===== src/rtl/tod_pkg.sv =====
package tod_pkg;

    localparam int IX_SEC    = 0;
    localparam int IX_SEC_AL = 1;
    localparam int IX_MIN    = 2;
    localparam int IX_MIN_AL = 3;
    localparam int IX_HR     = 4;
    localparam int IX_HR_AL  = 5;
    localparam int IX_DOW    = 6;
    localparam int IX_DOM    = 7;
    localparam int IX_MON    = 8;
    localparam int IX_YR     = 9;
    localparam int IX_STAT   = 10;
    localparam int IX_CTRL   = 11;
    localparam int IX_VALID  = 13;
    localparam int NREG      = 10;

    localparam int CB_FREEZE = 7;
    localparam int CB_BIN    = 2;
    localparam int CB_H24    = 1;

    typedef enum logic [1:0] {
        SQ_IDLE,
        SQ_LEAD,
        SQ_COMMIT,
        SQ_FINISH
    } seq_state_e;

    typedef struct packed {
        logic [7:0] sec;
        logic [7:0] min;
        logic [7:0] hr;
        logic [7:0] dow;
        logic [7:0] dom;
        logic [7:0] mon;
        logic [7:0] yr;
    } tod_t;

    function automatic logic [7:0] bcd_to_bin(input logic [7:0] b);
        return ({4'd0, b[7:4]} * 8'd10) + {4'd0, b[3:0]};
    endfunction

    function automatic logic [7:0] bin_to_bcd(input logic [7:0] v);
        logic [7:0] t;
        logic [7:0] o;
        t = v / 8'd10;
        o = v - (t * 8'd10);
        return (t << 4) | o;
    endfunction

    function automatic logic [7:0] to_num(input logic [7:0] raw, input logic bin);
        return bin ? raw : bcd_to_bin(raw);
    endfunction

    function automatic logic [7:0] from_num(input logic [7:0] v, input logic bin);
        return bin ? v : bin_to_bcd(v);
    endfunction

endpackage


===== src/rtl/tod_incr.sv =====
module tod_incr
    import tod_pkg::*;
(
    input  tod_t cur,
    input  logic bin,
    input  logic h24,
    output tod_t nxt
);

    logic [7:0] s_d, m_d, h_d, dw_d, dd_d, mo_d, y_d, mlen, h_enc;
    logic       pm_d, c_min, c_hr, c_day, c_mon, c_yr;

    always_comb begin
        s_d  = to_num(cur.sec, bin);
        m_d  = to_num(cur.min, bin);
        y_d  = to_num(cur.yr, bin);
        mo_d = to_num(cur.mon, bin);
        dd_d = to_num(cur.dom, bin);
        dw_d = cur.dow;
        pm_d = 1'b0;
        if (h24) begin
            h_d = to_num(cur.hr, bin);
        end else begin
            pm_d = cur.hr[7];
            h_d  = to_num({1'b0, cur.hr[6:0]}, bin);
        end

        c_min = (s_d >= 8'd59);
        s_d   = c_min ? 8'd0 : s_d + 8'd1;

        c_hr = 1'b0;
        if (c_min) begin
            c_hr = (m_d >= 8'd59);
            m_d  = c_hr ? 8'd0 : m_d + 8'd1;
        end

        c_day = 1'b0;
        if (c_hr) begin
            if (h24) begin
                c_day = (h_d >= 8'd23);
                h_d   = c_day ? 8'd0 : h_d + 8'd1;
            end else if (h_d == 8'd11) begin
                h_d   = 8'd12;
                c_day = pm_d;
                pm_d  = ~pm_d;
            end else if (h_d >= 8'd12) begin
                h_d = 8'd1;
            end else begin
                h_d = h_d + 8'd1;
            end
        end

        case (mo_d)
            8'd2:                      mlen = (y_d[1:0] == 2'b00) ? 8'd29 : 8'd28;
            8'd4, 8'd6, 8'd9, 8'd11:   mlen = 8'd30;
            default:                   mlen = 8'd31;
        endcase

        c_mon = 1'b0;
        c_yr  = 1'b0;
        if (c_day) begin
            dw_d  = (dw_d >= 8'd7) ? 8'd1 : dw_d + 8'd1;
            c_mon = (dd_d >= mlen);
            dd_d  = c_mon ? 8'd1 : dd_d + 8'd1;
        end
        if (c_mon) begin
            c_yr = (mo_d >= 8'd12);
            mo_d = c_yr ? 8'd1 : mo_d + 8'd1;
        end
        if (c_yr) begin
            y_d = (y_d >= 8'd99) ? 8'd0 : y_d + 8'd1;
        end

        h_enc   = from_num(h_d, bin);
        nxt.sec = from_num(s_d, bin);
        nxt.min = from_num(m_d, bin);
        nxt.hr  = h24 ? h_enc : {pm_d, h_enc[6:0]};
        nxt.dow = dw_d;
        nxt.dom = from_num(dd_d, bin);
        nxt.mon = from_num(mo_d, bin);
        nxt.yr  = from_num(y_d, bin);
    end

endmodule


===== src/rtl/tod_alarm_cmp.sv =====
module tod_alarm_cmp #(
    parameter int NF = 3,
    parameter int FW = 8
) (
    input  logic [NF*FW-1:0] now_v,
    input  logic [NF*FW-1:0] alm_v,
    output logic             hit
);

    logic [NF-1:0] field_ok;

    for (genvar i = 0; i < NF; i++) begin : g_field
        logic [FW-1:0] a_f;
        logic [FW-1:0] n_f;
        assign a_f = alm_v[i*FW +: FW];
        assign n_f = now_v[i*FW +: FW];
        assign field_ok[i] = (a_f[FW-1 -: 2] == 2'b11) || (a_f == n_f);
    end

    assign hit = &field_ok;

endmodule


===== src/rtl/tod_seq.sv =====
module tod_seq
    import tod_pkg::*;
#(
    parameter int LEAD_CYC = 8
) (
    input  logic clk,
    input  logic rst_n,
    input  logic tick,
    input  logic hold,
    output logic busy,
    output logic commit,
    output logic finish
);

    localparam int CW = $clog2(LEAD_CYC + 1);

    typedef struct packed {
        seq_state_e    st;
        logic [CW-1:0] cnt;
    } seq_t;

    seq_t q_q, q_d;

    always_comb begin
        q_d = q_q;
        case (q_q.st)
            SQ_IDLE: begin
                if (tick && !hold) begin
                    q_d.st  = SQ_LEAD;
                    q_d.cnt = '0;
                end
            end
            SQ_LEAD: begin
                if (q_q.cnt == CW'(LEAD_CYC - 1)) q_d.st = SQ_COMMIT;
                else                              q_d.cnt = q_q.cnt + 1'b1;
            end
            SQ_COMMIT: q_d.st = SQ_FINISH;
            default:   q_d.st = SQ_IDLE;
        endcase
    end

    always_ff @(posedge clk or negedge rst_n) begin
        if (!rst_n) q_q <= '{st: SQ_IDLE, cnt: '0};
        else        q_q <= q_d;
    end

    assign busy   = (q_q.st != SQ_IDLE);
    assign commit = (q_q.st == SQ_COMMIT);
    assign finish = (q_q.st == SQ_FINISH);

    // the commit cycle is always preceded by the lead window
    a_r4_lead_before_commit: assert property (@(posedge clk) disable iff (!rst_n)
        $rose(commit) |-> $past(q_q.st == SQ_LEAD));

    // the update-ended cycle is the last busy cycle
    a_r5_done_then_idle: assert property (@(posedge clk) disable iff (!rst_n)
        finish |=> !busy);

endmodule


===== src/rtl/tod_clock.sv =====
module tod_clock
    import tod_pkg::*;
#(
    parameter int LEAD_CYC = 8,
    parameter int AW       = 4,
    parameter int DW       = 8
) (
    input  logic          clk,
    input  logic          rst_n,
    input  logic          tick_1s,
    input  logic          bus_en,
    input  logic          bus_we,
    input  logic [AW-1:0] bus_addr,
    input  logic [DW-1:0] bus_wdata,
    output logic [DW-1:0] bus_rdata,
    output logic          uip,
    output logic          upd_done,
    output logic          alarm_hit
);

    localparam int NAL = 3;

    typedef struct packed {
        logic [NREG-1:0][DW-1:0] rg;
        logic                    frz;
        logic                    bin;
        logic                    h24;
    } regs_t;

    regs_t st_q, st_d;

    logic busy, commit, finish, match, wr;
    tod_t cur_t, nxt_t;

    assign wr = bus_en && bus_we;

    tod_seq #(.LEAD_CYC(LEAD_CYC)) u_seq (
        .clk    (clk),
        .rst_n  (rst_n),
        .tick   (tick_1s),
        .hold   (st_q.frz),
        .busy   (busy),
        .commit (commit),
        .finish (finish)
    );

    assign cur_t = '{sec: st_q.rg[IX_SEC], min: st_q.rg[IX_MIN], hr: st_q.rg[IX_HR],
                     dow: st_q.rg[IX_DOW], dom: st_q.rg[IX_DOM], mon: st_q.rg[IX_MON],
                     yr: st_q.rg[IX_YR]};

    tod_incr u_incr (
        .cur (cur_t),
        .bin (st_q.bin),
        .h24 (st_q.h24),
        .nxt (nxt_t)
    );

    tod_alarm_cmp #(.NF(NAL), .FW(DW)) u_cmp (
        .now_v ({st_q.rg[IX_HR], st_q.rg[IX_MIN], st_q.rg[IX_SEC]}),
        .alm_v ({st_q.rg[IX_HR_AL], st_q.rg[IX_MIN_AL], st_q.rg[IX_SEC_AL]}),
        .hit   (match)
    );

    always_comb begin
        st_d = st_q;
        if (commit) begin
            st_d.rg[IX_SEC] = nxt_t.sec;
            st_d.rg[IX_MIN] = nxt_t.min;
            st_d.rg[IX_HR]  = nxt_t.hr;
            st_d.rg[IX_DOW] = nxt_t.dow;
            st_d.rg[IX_DOM] = nxt_t.dom;
            st_d.rg[IX_MON] = nxt_t.mon;
            st_d.rg[IX_YR]  = nxt_t.yr;
        end
        if (wr) begin
            case (int'(bus_addr))
                IX_SEC_AL, IX_MIN_AL, IX_HR_AL:
                    st_d.rg[bus_addr] = bus_wdata;
                IX_SEC, IX_MIN, IX_HR, IX_DOW, IX_DOM, IX_MON, IX_YR:
                    if (!busy) st_d.rg[bus_addr] = bus_wdata;
                IX_CTRL: begin
                    st_d.frz = bus_wdata[CB_FREEZE];
                    st_d.bin = bus_wdata[CB_BIN];
                    st_d.h24 = bus_wdata[CB_H24];
                end
                default: ;
            endcase
        end
    end

    always_ff @(posedge clk or negedge rst_n) begin
        if (!rst_n) begin
            st_q             <= '0;
            st_q.rg[IX_DOW]  <= 8'd1;
            st_q.rg[IX_DOM]  <= 8'd1;
            st_q.rg[IX_MON]  <= 8'd1;
            st_q.h24         <= 1'b1;
        end else begin
            st_q <= st_d;
        end
    end

    always_comb begin
        bus_rdata = '0;
        case (int'(bus_addr))
            IX_STAT:  bus_rdata[DW-1] = busy;
            IX_CTRL:  begin
                bus_rdata[CB_FREEZE] = st_q.frz;
                bus_rdata[CB_BIN]    = st_q.bin;
                bus_rdata[CB_H24]    = st_q.h24;
            end
            IX_VALID: bus_rdata[DW-1] = 1'b1;
            default:  if (int'(bus_addr) < NREG) bus_rdata = st_q.rg[bus_addr];
        endcase
    end

    assign uip       = busy;
    assign upd_done  = finish;
    assign alarm_hit = finish && match;

    // seconds never change by an update unless the flag was high
    a_r4_uip_before_change: assert property (@(posedge clk) disable iff (!rst_n)
        ($past(rst_n) && (st_q.rg[IX_SEC] != $past(st_q.rg[IX_SEC]))
         && !$past(wr && bus_addr == AW'(IX_SEC))) |-> $past(uip));

    // alarm pulse only accompanies an update-ended pulse
    a_r6_alarm_with_done: assert property (@(posedge clk) disable iff (!rst_n)
        alarm_hit |-> upd_done);

    // frozen and idle with no write: seconds hold
    a_r7_freeze_holds: assert property (@(posedge clk) disable iff (!rst_n)
        ($past(rst_n) && $past(st_q.frz && !wr && !busy)) |->
        (st_q.rg[IX_SEC] == $past(st_q.rg[IX_SEC])));

    // busy and not committing: seconds hold whatever is written
    a_r10_busy_write_dropped: assert property (@(posedge clk) disable iff (!rst_n)
        ($past(rst_n) && $past(busy && !commit)) |->
        (st_q.rg[IX_SEC] == $past(st_q.rg[IX_SEC])));

endmodule


===== config.mk =====
export PLATFORM = sky130hd
export DESIGN_NAME = tod_clock
export DESIGN_NICKNAME = d
export VERILOG_FILES = /design/src/rtl/tod_pkg.sv /design/src/rtl/tod_incr.sv /design/src/rtl/tod_alarm_cmp.sv /design/src/rtl/tod_seq.sv /design/src/rtl/tod_clock.sv
export SDC_FILE = /design/constraint.sdc
export NUM_CORES = 1
export LEC_CHECK = 0
export BUFFER_PORTS_ARGS = -buffer_cell sky130_fd_sc_hd__buf_2
export CAP_MARGIN = 20
export CORE_ASPECT_RATIO = 1.5
export CORE_MARGIN = 5
export CORE_UTILIZATION = 55
export DETAILED_ROUTE_END_ITERATION = 7
export PLACE_DENSITY = 0.82
export SLEW_MARGIN = 10
export SYNTH_ARGS = -nofsm -noshare
export SYNTH_HDL_FRONTEND = slang
export SYNTH_SLANG_ARGS = --single-unit

===== constraint.sdc =====
create_clock -name clk -period 12.82 [get_ports clk]
set_clock_uncertainty 0.05 [all_clocks]
set_input_delay 1.282 -clock clk [delete_from_list [all_inputs] [get_ports clk]]
set_output_delay 1.282 -clock clk [all_outputs]
set_load 0.02 [all_outputs]

* Yosys cells after proc, flatten, opt, wreduce, memory -nomap -nowiden *
Index checks and enable logic that the tools add are counted.

word-level totals
  word-level logic and storage cells = 194
  latch bits = 0
  bits in writable memories = 0
  memories kept = 0
  output and inout bits = 11
  register bits = 89
  input bits = 17
  bits in read-only memories = 0

cells by class
  shifts and indexed selects = 0
  multiplexer cells = 65
  bitwise logic cells = 7
  eq/ne operators = 32
  multipliers = 13
  divide/modulo/power cells = 6
  magnitude comparators = 11
  $add $sub $neg = 21
  reduce and logical (&&, ||, !) cells = 24

operators with widths
  cell                 number
  $mux 8               37
  $pmux 80 s2          1
  $mux 83              1
  $bwmux 80            1
  $mux 80              1
  $add 8x1->8 const B  7
  $add 8x4->8          6
  $div 8x4->8 const B  6
  $mul 8x3->7 const B  6
  $or 8x8->8           6
  $sub 8x8->8          6
  $mul 4x3->7 const B  6
  $bmux 8 s4           1
  $demux 8 s4          1
  $mux 32              1
  $eq 8x4->1 const B   3
  $eq 8x8->1           3
  $eq 4x3->1 const B   5
  $eq 4x4->1 const B   5
  $eq 8x3->1 const B   2
  $ge 8x4->1 const B   2
  $ge 8x6->1 const B   2
  $pmux 8 s2           1
  $mux 1               11
  other kinds (38)     58

* Depth between registers and ports, before layout *
  depth in word-level cells = 21
  mapped depth = 46
  mapped depth without buffers = 42

* Hierarchy *
From an unflattened synthesis, not the netlist that was laid out.

unflattened totals
  cell total of the unflattened synthesis = 1730
  area, all modules = 14229.9 um^2

modules (own cells, without submodules)
  module         cells each  instances  area an instance (um^2)
  tod_incr       1245        1          8863.5
  tod_clock      410         1          4636.9
  tod_seq        41          1          449.2
  tod_alarm_cmp  34          1          280.3

* Worst setup path after synthesis *
Ideal clock, no wire load.

  path kind = reg2reg
  from = register st_q, in the netlist cur_t[13]
  to = register st_q, in the netlist cur_t[7]
  stages on the path, launching flop included = 43
  arrival = 8508 ps
  setup slack = 4130 ps
  library setup time = 132 ps
  path buffers = 2
  cell sequence = dfrtp_1 > ha_1 > ha_1 > fa_1 > nand2_1 > o311a_1 > a311o_1 > nor4b_4 > and2_1 > and3_1 > a22oi_1 > ha_1 > nand2b_1 > a21o_1 > nand3_1 > and2_1 > buf_2 > nor4_4 > (+7 left out) > inv_1 > ha_1 > and2_1 > or4_1 > a21oi_1 > or3_1 > ha_1 > ha_1 > inv_1 > fa_1 > ha_1 > inv_1 > o21bai_1 > a21oi_1 > xor2_1 > a21oi_1 > nor2_1 > o22ai_1

RTL lines
  what                    RTL line         RTL
  start, declared         tod_clock.sv:30  regs_t st_q, st_d;
  start signal, assigned  tod_clock.sv:99  st_q <= st_d;

==> results.py <==
metrics = {
    "detailed_routing": {
        "wl_um": 40900,
        "vias_per_cell": 6.80,
        "ant_nets": 0,
        "drtIter0Drc": 1136,
        "route.vias.total": 13500,
        "detail_route.first_pass.iterations": 7,
        "post_drt_wl_per_cell_um": 20.5,
        "drcViolationCount": 0,
    },
    "clock_tree": {
        "clk_latency_ns": 0.35,
        "ctsRootBufferMaster": "clkbuf_16",
        "cts_hold_buf": 0,
        "cts_max_path_buffers": 2,
        "cts_tree": "done",
        "numCtsBuffers": 9,
        "cts_resized": 0,
        "cts.sinks": 89,
        "path_clk_slew_ns": 0.08,
        "htreeDepth": 3,
        "cts_setup_buffers": 0,
    },
    "global_route": {
        "grt_pass1_vias": 13100,
        "grt_max_degree": 75,
        "grt-ovfl-total": 0,
        "grt_pass1_wl_um": 65900,
        "grt_antenna_before_repair": 0,
        "grt_usage_pct": 28.1,
    },
    "job": {
        "max_cap_viol_count": 0,
    },
    "placed_design": {
        "dp_slack_ns": 3.17,
        "gp_congestion": 0.946,
        "hpwl_um": 30500,
        "dp_cells": 1976,
        "io_buffers": 27,
    },
    "finish": {
        "final_common_cell": "nand2_1",
        "final_cell_mix": "nand2_1 (163), nor2_1 (137), ha_1 (136), a21oi_1 (134), o21ai_0 (110)",
        "drive_gt1_share_pct": 9.95,
        "fin_nets": 1840,
        "fin_util_pct": 57.9,
        "final_cells": 1993,
        "synthToLayoutAreaGrowth_pct": 4.07,
    },
    "yosys": {
        "async_flop_share_pct": 100,
        "synth_top_area_cell": "dfrtp_1",
        "yosys.area_share.simple_pct": 20.0,
        "synth_top_area_share_pct": 15.7,
        "synth_area_leaders": "dfrtp_1 (16%), ha_1 (13%), a21oi_1 (5.0%), nand2_1 (4.5%), o21ai_0 (4.1%)",
        "synthMuxAreaShare_pct": 8.75,
        "synth_xor_area_share_pct": 6.20,
        "syn_inst": 1690,
        "synth_fa_ha_area_share_pct": 16.3,
        "ys_seq_area_share_pct": 16.5,
        "avgSynthCellArea_um2": 8.01,
        "synth_compound_area_share_pct": 26.3,
        "synth_edf_count": 0,
        "syn_area_um2": 13500,
        "synth_top_family_by_area": "compound AO/OA/AOI/OAI gates",
        "yosysWarningCount": 0,
        "synth-main-ff-cell": "dfrtp_1",
        "ys_ff_latch": 89,
        "ys_types": 110,
    },
    "critical_path": {
        "cp_common_cell": "ha_1",
        "r2r_cells": 40,
        "crit_required_ns": 12.99,
        "crit_path_end_kind": "flip-flop",
        "critPathSlowestCell": "fa_1",
        "cp_data_arrival_time_ns": 9.98,
        "worst_setup_path_start_kind": "flip-flop",
        "cp_max_fo": 11,
        "crit_type": "flip-flop to flip-flop",
        "critPathMaxStageDelay_ns": 0.59,
    },
    "timing": {
        "setup_viol": 0,
        "clock.fmax_mhz": 102,
        "slew_headroom_pct": 24.8,
        "grt_setup_unrepaired": "no",
        "worst_pin_slew_ns": 1.12,
        "setup_tns_ns": 0,
        "finalCritPeriodShare_pct": 76.5,
        "fin_ws_ns": 3.01,
        "post-route-min-period_ns": 9.81,
        "hold_viol": 0,
        "slew_viol_final": 0,
    },
    "floorplan": {
        "die_x_um": 138,
        "dieArea_um2": 27900,
        "io_pins": 28,
        "core_um2": 24300,
        "rows": 70,
        "start_util_pct": 55.6,
        "fp.dieH_um": 202,
    },
    "hold_path": {
        "hold_depth": 1,
        "holdCritPathClass": "flip-flop to flip-flop",
    },
    "outcome": {
        "status": "completed",
    },
}
[cells by family after synthesis]
group                    after synthesis
buffers and inverters                180
multiplexers                          93
XOR/XNOR                              95
other                                  1
AO/OA/AOI/OAI                        525
flip-flops                            89
AND/OR/NAND/NOR                      544
adder cells (fa/ha/maj)              163
[metrics by stage]
stage | instance area (um^2) | hold WS (ns)
2_1_floorplan | 13600 | 0.436
5_1_grt | 14100 | 0.526
4_1_cts | 14100 | 0.511
3_5_place_dp | 13800 | 0.490
6_report | 14100 | 0.506
3_3_place_gp | 13800 | 0.462
[worst max-delay path, delay by kind of cell (launching register included)]
kind / cells / cell delay [ns]
compound gates: 11 / 1.77
buf+inv: 3 / 0.23
flops: 1 / 0.46
fa+ha+maj: 9 / 2.76
xor+xnor: 1 / 0.18
simple gates: 16 / 4.26
[layer usage]
metal | GRT usage (%) | up-vias | wire, um | part of all wire, %
li1 | - | 6224 | - | -
met1 | 31.7 | 6407 | 14800 | 36
met2 | 49.9 | 702 | 19900 | 49
met3 | 4.07 | 210 | 3250 | 7.9
met4 | 17.2 | 0 | 2900 | 7.1
met5 | 0 | - | 0 | 0
[registers in the layout, indices dropped and copies added, names as in the netlist]
register	count
cur_t	56
st_q	27
u_seq.q_q	6
[area by class of cell]
| cell class | instances | area (um^2) |
|---|---|---|
| multi-input cells | 1424 | 10500 |
| fillers | 2192 | 10300 |
| flip-flops and latches | 89 | 2240 |
| well taps | 324 | 405 |
| inverters | 100 | 383 |
| repair buffers | 39 | 228 |
| clock buffers | 9 | 225 |
| clock inverters | 7 | 88.8 |
| diodes | 1 | 2.50 |
[synth_stat cells, types with 6 or more instances]
cell	count
nor3_1	32
nand2_1	163
o221ai_1	6
nor2b_1	17
a21oi_1	135
inv_1	92
nor4b_1	7
o21bai_1	7
xnor2_1	42
buf_6	9
mux2i_1	34
fa_1	24
a22oi_1	16
nor3b_1	6
a211oi_1	28
nand4_1	15
nand3_1	50
xor2_1	52
mux2_2	43
o21a_1	10
nor4_1	19
or4_1	9
a211o_1	10
nand2b_1	14
buf_1	9
o21ai_0	111
o22ai_1	14
buf_2	15
mux4_2	16
o211ai_1	16
a31oi_1	19
dfrtp_1	85
buf_4	8
a21o_1	42
a221oi_1	10
o31ai_1	11
or3_1	14
ha_1	136
clkbuf_1	39
and2_1	11
and3_1	14
nor2_1	137
[worst paths after layout]
path / start / to / slack [ns]
min: u_seq.q_q[0]$_DFFE_PN0P_ / u_seq.q_q[0]$_DFFE_PN0P_ / 0.51
max reg2reg: cur_t[13]$_DFF_PN0_ / cur_t[7]$_DFF_PN0_ / 3.01
min in group asynchronous: rst_n / cur_t[43]$_DFF_PN0_ / 0.74
max: cur_t[13]$_DFF_PN0_ / cur_t[7]$_DFF_PN0_ / 3.01
max in group asynchronous: rst_n / st_q[1]$_DFFE_PN0P_ / 10.67
min reg2reg: u_seq.q_q[0]$_DFFE_PN0P_ / u_seq.q_q[0]$_DFFE_PN0P_ / 0.51
Power is left out: the tool's default activity adds up to more than one toggle a clock period on the data nets, which glitch-free logic cannot reach.
